**config.mk**
```make
export PLATFORM = sky130hd
export DESIGN_NAME = hla_top
export DESIGN_NICKNAME = d
export VERILOG_FILES = /design/src/rtl/hla_pkg.sv /design/src/rtl/hla_tx.sv /design/src/rtl/hla_rx.sv /design/src/rtl/hla_top.sv
export SDC_FILE = /design/constraint.sdc
export NUM_CORES = 1
export LEC_CHECK = 0
export BUFFER_PORTS_ARGS = -buffer_cell sky130_fd_sc_hd__buf_2
export CORE_MARGIN = 4
export CORE_UTILIZATION = 60
export CTS_CLUSTER_DIAMETER = 100
export DETAILED_ROUTE_END_ITERATION = 10
export GPL_TIMING_DRIVEN = 1
export PLACE_DENSITY = 0.81
export SYNTH_ARGS = -nofsm -noshare
export SYNTH_HDL_FRONTEND = slang
export SYNTH_SLANG_ARGS = --single-unit
export TNS_END_PERCENT = 100
```
**constraint.sdc**
```tcl
create_clock -name clk -period 4.5 [get_ports clk]
set_clock_uncertainty 0.1 [all_clocks]
set_input_delay 0 -clock clk [delete_from_list [all_inputs] [get_ports clk]]
set_output_delay 0 -clock clk [all_outputs]
set_load 0.005 [all_outputs]
```
**src/rtl/hla_pkg.sv**
```systemverilog
package hla_pkg;
  localparam int unsigned BYTE_W = 8;
  localparam logic [1:0] SEL_RXDATA = 2'd0;
  localparam logic [1:0] SEL_TXDATA = 2'd1;
  localparam logic [1:0] SEL_RXSTAT = 2'd2;
  localparam logic [1:0] SEL_TXSTAT = 2'd3;

  typedef enum logic [1:0] {
    RX_IDLE = 2'd0,
    RX_KIND = 2'd1,
    RX_BITS = 2'd2,
    RX_TAIL = 2'd3
  } rx_state_e;
endpackage

```
**src/rtl/hla_tx.sv**
```systemverilog
module hla_tx #(
  parameter int unsigned DW = 8
) (
  input  logic          clk,
  input  logic          rst_n,
  input  logic          want_ack,
  input  logic          want_data,
  input  logic [DW-1:0] data_i,
  output logic          take_ack,
  output logic          take_data,
  output logic          line_o
);
  localparam int unsigned FLEN = DW + 3;
  localparam int unsigned CW   = $clog2(FLEN + 1);

  logic [FLEN-1:0] sh_q, sh_d;
  logic [CW-1:0]   cnt_q, cnt_d;
  logic            busy_q, busy_d;

  always_comb begin
    take_ack  = !busy_q && want_ack;
    take_data = !busy_q && !want_ack && want_data;
    sh_d   = sh_q;
    cnt_d  = cnt_q;
    busy_d = busy_q;
    if (take_ack) begin
      sh_d   = FLEN'(2'b01);
      cnt_d  = CW'(2);
      busy_d = 1'b1;
    end else if (take_data) begin
      sh_d   = {1'b0, data_i, 2'b11};
      cnt_d  = CW'(FLEN);
      busy_d = 1'b1;
    end else if (busy_q) begin
      sh_d   = sh_q >> 1;
      cnt_d  = cnt_q - CW'(1);
      busy_d = (cnt_q != CW'(1));
    end
  end

  always_ff @(posedge clk or negedge rst_n) begin
    if (!rst_n) begin
      sh_q   <= '0;
      cnt_q  <= '0;
      busy_q <= 1'b0;
    end else begin
      sh_q   <= sh_d;
      cnt_q  <= cnt_d;
      busy_q <= busy_d;
    end
  end

  assign line_o = busy_q & sh_q[0];

  a_r3_frame_opens_high: assert property (@(posedge clk) disable iff (!rst_n)
    $rose(busy_q) |-> line_o);
endmodule

```
**src/rtl/hla_rx.sv**
```systemverilog
module hla_rx #(
  parameter int unsigned DW   = 8,
  parameter int unsigned SYNC = 2
) (
  input  logic          clk,
  input  logic          rst_n,
  input  logic          line_i,
  output logic          byte_vld,
  output logic          ack_seen,
  output logic [DW-1:0] byte_o
);
  import hla_pkg::*;
  localparam int unsigned CW = $clog2(DW);

  logic            s;
  rx_state_e       st_q, st_d;
  logic [CW-1:0]   cnt_q, cnt_d;
  logic [DW-1:0]   sh_q, sh_d;
  logic            vld_q, vld_d, ack_q, ack_d;

  generate
    if (SYNC == 0) begin : g_nosync
      assign s = line_i;
    end else if (SYNC == 1) begin : g_sync1
      logic sy_q;
      always_ff @(posedge clk or negedge rst_n)
        if (!rst_n) sy_q <= 1'b0; else sy_q <= line_i;
      assign s = sy_q;
    end else begin : g_syncn
      logic [SYNC-1:0] sy_q;
      always_ff @(posedge clk or negedge rst_n)
        if (!rst_n) sy_q <= '0; else sy_q <= {sy_q[SYNC-2:0], line_i};
      assign s = sy_q[SYNC-1];
    end
  endgenerate

  always_comb begin
    st_d  = st_q;
    cnt_d = cnt_q;
    sh_d  = sh_q;
    vld_d = 1'b0;
    ack_d = 1'b0;
    unique case (st_q)
      RX_IDLE: if (s) st_d = RX_KIND;
      RX_KIND: begin
        cnt_d = '0;
        if (s) st_d = RX_BITS;
        else begin
          ack_d = 1'b1;
          st_d  = RX_IDLE;
        end
      end
      RX_BITS: begin
        sh_d  = {s, sh_q[DW-1:1]};
        cnt_d = cnt_q + CW'(1);
        if (cnt_q == CW'(DW - 1)) st_d = RX_TAIL;
      end
      RX_TAIL: begin
        vld_d = !s;
        st_d  = RX_IDLE;
      end
      default: st_d = RX_IDLE;
    endcase
  end

  always_ff @(posedge clk or negedge rst_n) begin
    if (!rst_n) begin
      st_q  <= RX_IDLE;
      cnt_q <= '0;
      sh_q  <= '0;
      vld_q <= 1'b0;
      ack_q <= 1'b0;
    end else begin
      st_q  <= st_d;
      cnt_q <= cnt_d;
      sh_q  <= sh_d;
      vld_q <= vld_d;
      ack_q <= ack_d;
    end
  end

  assign byte_vld = vld_q;
  assign ack_seen = ack_q;
  assign byte_o   = sh_q;

  a_r8_one_event_per_cycle: assert property (@(posedge clk) disable iff (!rst_n)
    !(vld_q && ack_q));
endmodule

```
**src/rtl/hla_top.sv**
```systemverilog
module hla_top #(
  parameter int unsigned DW   = hla_pkg::BYTE_W,
  parameter int unsigned SYNC = 2
) (
  input  logic          clk,
  input  logic          rst_n,
  input  logic [1:0]    bus_sel,
  input  logic          bus_wr,
  input  logic          bus_rd,
  input  logic [DW-1:0] bus_wdata,
  output logic [DW-1:0] bus_rdata,
  input  logic          link_rx,
  output logic          link_tx
);
  import hla_pkg::*;

  logic          rx_vld, rx_ack;
  logic [DW-1:0] rx_byte;
  logic          take_ack, take_data;

  logic          in_full_q, in_full_d;
  logic [DW-1:0] in_data_q, in_data_d;
  logic          ack_pend_q, ack_pend_d;
  logic          out_full_q, out_full_d;
  logic          out_sent_q, out_sent_d;
  logic [DW-1:0] out_data_q, out_data_d;

  logic host_take, host_put;

  hla_rx #(.DW(DW), .SYNC(SYNC)) u_rx (
    .clk(clk), .rst_n(rst_n), .line_i(link_rx),
    .byte_vld(rx_vld), .ack_seen(rx_ack), .byte_o(rx_byte)
  );

  hla_tx #(.DW(DW)) u_tx (
    .clk(clk), .rst_n(rst_n),
    .want_ack(ack_pend_q && !in_full_q),
    .want_data(out_full_q && !out_sent_q),
    .data_i(out_data_q),
    .take_ack(take_ack), .take_data(take_data), .line_o(link_tx)
  );

  assign host_take = bus_rd && (bus_sel == SEL_RXDATA);
  assign host_put  = bus_wr && (bus_sel == SEL_TXDATA) && !out_full_q;

  always_comb begin
    in_full_d  = in_full_q;
    in_data_d  = in_data_q;
    ack_pend_d = ack_pend_q;
    if (take_ack) ack_pend_d = 1'b0;
    if (host_take) in_full_d = 1'b0;
    if (rx_vld && !in_full_q) begin
      in_full_d  = 1'b1;
      in_data_d  = rx_byte;
      ack_pend_d = 1'b1;
    end
  end

  always_comb begin
    out_full_d = out_full_q;
    out_sent_d = out_sent_q;
    out_data_d = out_data_q;
    if (take_data) out_sent_d = 1'b1;
    if (rx_ack && out_sent_q) begin
      out_full_d = 1'b0;
      out_sent_d = 1'b0;
    end
    if (host_put) begin
      out_full_d = 1'b1;
      out_data_d = bus_wdata;
    end
  end

  always_ff @(posedge clk or negedge rst_n) begin
    if (!rst_n) begin
      in_full_q  <= 1'b0;
      in_data_q  <= '0;
      ack_pend_q <= 1'b0;
      out_full_q <= 1'b0;
      out_sent_q <= 1'b0;
      out_data_q <= '0;
    end else begin
      in_full_q  <= in_full_d;
      in_data_q  <= in_data_d;
      ack_pend_q <= ack_pend_d;
      out_full_q <= out_full_d;
      out_sent_q <= out_sent_d;
      out_data_q <= out_data_d;
    end
  end

  always_comb begin
    unique case (bus_sel)
      SEL_RXDATA: bus_rdata = in_data_q;
      SEL_RXSTAT: bus_rdata = {{(DW-1){1'b0}}, in_full_q};
      SEL_TXSTAT: bus_rdata = {{(DW-1){1'b0}}, !out_full_q};
      default:    bus_rdata = '0;
    endcase
  end

  a_r4_free_only_on_ack: assert property (@(posedge clk) disable iff (!rst_n)
    $fell(out_full_q) |-> $past(rx_ack));
  a_r6_full_needs_frame: assert property (@(posedge clk) disable iff (!rst_n)
    $rose(in_full_q) |-> $past(rx_vld));
  a_r7_ack_after_drain: assert property (@(posedge clk) disable iff (!rst_n)
    take_ack |-> !in_full_q);
  a_r3_no_data_while_sent: assert property (@(posedge clk) disable iff (!rst_n)
    take_data |-> out_full_q && !out_sent_q);
endmodule

```
# --- Word level (Yosys, flattened, before mapping) ---
# Cells that the tools add are included.
op_classes:
  n_addsub: 2
  n_mul: 0
  div: 0
  n_lt_le_gt_ge: 0
  n_eq_ne: 10
  shifts: 0
  muxes: 26
  bitwise: 1
  n_reduce_logical: 25
op_table:
  columns: ["operator", "count"]
  rows:
  - ["$mux W11", 3]
  - ["$pmux W8 S3", 1]
  - ["$mux W1", 14]
  - ["$mux W4", 3]
  - ["$logic_and A1 B1 Y1", 10]
  - ["$reduce_bool A2 Y1", 5]
  - ["$eq A2 B2 Y1 const B", 4]
  - ["$pmux W2 S4", 1]
  - ["$logic_not A1 Y1", 6]
  - ["$mux W2", 3]
  - ["$pmux W3 S2", 1]
  - ["$eq A2 B1 Y1 const B", 2]
  - ["$logic_not A2 Y1", 2]
  - ["$ne A2 B1 Y1 const B", 2]
  - ["$ne A4 B1 Y1 const B", 1]
  - ["$sub A4 B1 Y4 const B", 1]
  - ["$add A3 B1 Y3 const B", 1]
  - ["$eq A3 B3 Y1 const B", 1]
  - ["$reduce_bool A3 Y1", 1]
  - ["$reduce_and A2 Y1", 1]
  - ["$and A1 B1 Y1", 1]
word_totals:
  reg_bits: 53
  latch_bits: 0
  ramBits: 0
  romBits: 0
  inputBits: 15
  out_inout_bits: 9
  wordCells: 79
  n_memories: 0

# --- Depth between registers and ports, before layout ---
logic_depth:
  ltp_word: 7
  depth_mapped: 5
  ltp_nobuf: 5

# --- Cells and area by module ---
# Synthesis repeated with hierarchy kept, for this count alone.
hier_totals:
  hier_cells: 190
  area_unflattened_um2: 2401.1
modules_own_cells:
  columns: ["mod", "instances", "cells_each", "area_each_um2", "seq_area_each_um2"]
  rows:
  - ["hla_top", 1, 61, 889.6, 500.5]
  - ["hla_tx", 1, 76, 769.5, 375.4]
  - ["hla_rx", 1, 53, 742.0, 425.4]

# --- Least setup slack after synthesis ---
# No wires, ideal clock.
synth_path:
  path_type: "register to register"
  startpoint: "register u_rx.st_q[0]"
  endpoint: "register u_rx.sh_q[0], in the netlist u_rx.byte_o[0]"
  setup_time_ns: 0.125
  arrival_ns: 1.261
  required_time_ns: 4.275
  setup_slack_ns: 3.015
  stages_incl_launch_ff: 5
  path_buffers: 1
  period_less_slack_ns: 1.485
  cell_sequence: "dfrtp_1 inv_1 ha_1 buf_2 mux2_2"
synth_between:
  elab_chain_len: 1
synth_rtl:
  columns: ["item", "line_no", "text"]
  rows:
  - ["start, declared", "hla_rx.sv:16", "rx_state_e st_q, st_d;"]
  - ["start signal, assigned", "hla_rx.sv:74", "st_q <= st_d;"]
  - ["$eq A2 B2 Y1", "hla_rx.sv:43", "unique case (st_q)"]
  - ["end signal, assigned", "hla_rx.sv:70", "sh_q <= '0;"]
  - ["end signal, assigned", "hla_rx.sv:76", "sh_q <= sh_d;"]
  - ["end, declared", "hla_rx.sv:18", "logic [DW-1:0] sh_q, sh_d;"]
# Every way passes these cells.
# A chain may end at the register's enable or synchronous reset.

==> results.md <==
- Status: finished, final reports clean
- Die area: roughly 4800 um2
- P_leak: around 1.3 nW
- Commonest cells in the netlist: dfrtp_1, mux2_2, nand2_1, o21ai_0, inv_1
- Share of the yosys chip area belonging to registers: 57.2%
- First-pass GRT wire length: between 6 and 7 mm
- EDFF count, synth: 0
- Mapped Nets: 203
- CP max stage delay: around 0.49 ns
- Area delta synth->final: 15.1%
- DRT antenna net count: 0
- Syn Std Cell Area: 2270 um2
- Worst setup path category: reg2reg
- Endpoints failing setup: 0
- Crit path depth: 4
- Largest net degree at the start of global routing: 53
- Flops & latches, synth: 52
- Fin worst setup slack: 2.81 ns
- Diode count: 0
- R2r worst-path depth: 4
- Core area: between 3000 and 4000 um2
- Detailed Routing Iterations Pass 1: 4
- Crit path cell chain: inv_1 -> ha_1 -> nand2b_1 -> a41o_1
- CP bufs+invs: 1
- Starting Density: 62.1%
- Final Net Count: 240
- CP Capture Type: flop
- Via count: ~1,400
- Final Slew Violations: 0
- Final min period: roughly 1.7 ns
- Critical path's slowest cell: ha_1
- I/O pins: 24
- Synth area leader: dfrtp_1
- Fin. Hold Viols: 0
- DP HPWL: 2.65 mm
- Total GRT Usage: 18.3%
- Syn_area_per_cell: 12.7 um2
- Share of layout cells above drive strength 1: between 20% and 30%
- Clk_lat worst skew: 0.29 ns
- CTS tree: done
- Final period utilization: 37.5%
- Top-count cell post-synth: dfrtp_1
- Drt first-iter violations: between 90 and 100
- Relative slew slack: 27.3%
- IO buf count: 23
- Max cap viols: 0
- Yosys warning total: 0
- Max Freq: 0.593 GHz
- Pwr per Cell Area: 574 nW/um2
- Ys async rst share: between 90% and 100%
- Top cell type's share of synthesized area: 57.2%
- Hold buffers post-CTS: 12
- GRT overflow: 0
- Max clock buf depth: 2
- Startpoint types: flop
- Initial antenna violation count: 0
- Gpl congestion: 0.761
- CTS clock-pin slew for the worst setup and hold paths: 0.09 ns
- Routed wire length per instance: ~15 um
- Width of the die: 69.6 um
- Crit-path max FO: 13
- CTS buffer count: 5
- Prevailing post-synth register cell: dfrtp_1
- Via density: about 5.3
- Final TNS setup: 0 ns
- Clk sinks: 52
- Top post-synthesis cells by area: dfrtp_1, mux2_2, ha_1
- Critical path's top delay family: adder cells
- Dpl ws: 2.80 ns
- CTS resizes: 0
- Post-Syn Instances: 179
- Worst Path Required: approximately 4.6 ns
- Max VDD drop: 0.368 mV
- H-tree depth: 2
- # rows: 22
- DRC: 0
- Hold path depth: 4
- Root buf cell: clkbuf_8
- Detailed Route WL: 3.95 mm
- Netlist cell types: 34
- Hold Path Class: in2reg
- Worst slew pin tran: 1.09 ns
- Vias in the first global route: approximately 1,400
- Worst EP arrival: 1.78 ns
- Postcts setup bufs: 0
- Die height: roughly 70 um
- RSZ-0062 raised after global routing: false
==> routing by layer <==
layer	vias to the layer above	share of wire (%)	track usage (%)
met5	-	0	0
met4	0	1.0	5.86
met3	4	3.5	4.06
met2	27	53	30.4
met1	681	43	23.8
li1	684	-	-
==> per-stage QoR <==
stage | std cells | power, mW | hold WS [ns] | instance area (um2) | util (%)
after CTS | 265 | 1.51 | 0.0619 | 2620 | 71.5
after detailed placement | 245 | 1.24 | 0.00933 | 2400 | 65.7
final | 265 | 1.50 | 0.0685 | 2620 | 71.5
after global placement | 245 | 1.19 | 0.00767 | 2400 | 65.7
after floorplan | 179 | 1.14 | -0.396 | 2270 | -
after global routing | 265 | 1.62 | 0.0766 | 2620 | 71.5
==> cells in the final DEF (no fill, tap or decap), drive strengths merged, types with 3 or more instances in the layout <==
cell         synthesis  final
nor2b                4      4
nor2                 5      5
mux2                24     24
ha                   9      9
nand2               11     11
clkbuf               1      7
a21oi                3      3
buf                  4     23
nand2b               4      4
inv                 10     10
dfrtp               52     52
o21ai               15     15
nand3                4      4
mux2i                9      9
dlygate4sd3          0     12
and2                 8      8
==> cell families after synthesis <==
family	count (synthesis)	synth area share [%]
fa+ha+maj	9	4.95
buf+inv	15	3.63
flops	52	57.2
compound gates	27	7.16
xor+xnor	2	0.771
simple gates	41	10.4
mux	33	15.9
==> path summary, 6_finish.rpt <==
kind	startpoint	end	slack, ns
min	bus_wr	out_full_q$_DFFE_PN0P_	0.07
max reg2reg	u_rx.st_q[0]$_DFFE_PN0P_	flop	2.81
max in group asynchronous	rst_n	u_rx.byte_o[1]$_DFFE_PN0P_	3.28
min in group asynchronous	rst_n	u_tx.busy_q$_DFF_PN0_	0.34
max	u_rx.st_q[0]$_DFFE_PN0P_	flop	2.81
min reg2reg	u_rx.g_syncn.sy_q[0]$_DFF_PN0_	u_rx.g_syncn.sy_q[1]$_DFF_PN0_	0.26
==> area by class of cell <==
type                    instances  area, um2
clock buffers                   7       86.3
clock inverters                 1       7.51
fillers                       262       1040
inverters                      10       37.5
multi-input cells             112        890
flip-flops and latches         52       1300
well taps                      48       60.1
repair buffers                 35        235
==> flip-flops by register name (all words and copies together) (netlist names), named ones only <==
| name | cells |
|---|---|
| u_tx.cnt_q | 4 |
| u_rx.ack_seen | 1 |
| out_sent_q | 1 |
| u_tx.busy_q | 1 |
| u_tx.sh_q | 10 |
| u_rx.byte_o | 8 |
| in_full_q | 1 |
| u_rx.cnt_q | 3 |
| out_data_q | 8 |
| ack_pend_q | 1 |
| u_rx.st_q | 1 |
| in_data_q | 8 |
| out_full_q | 1 |
| u_rx.byte_vld | 1 |
| u_rx.g_syncn.sy_q | 2 |
==> where the power goes <==
part	internal, mW	total, mW	switching [mW]
clock network	0.125	0.266	0.141
logic	0.251	0.468	0.217
registers	0.643	0.769	0.126
==> worst reg2reg max path, cell delays in order, from the launching register on <==
cell and delay, ns:
dfrtp_1 0.45, inv_1 0.13, ha_1 0.49, nand2b_1 0.17, a41o_1 0.26
Power figures use the tool's default switching activity.
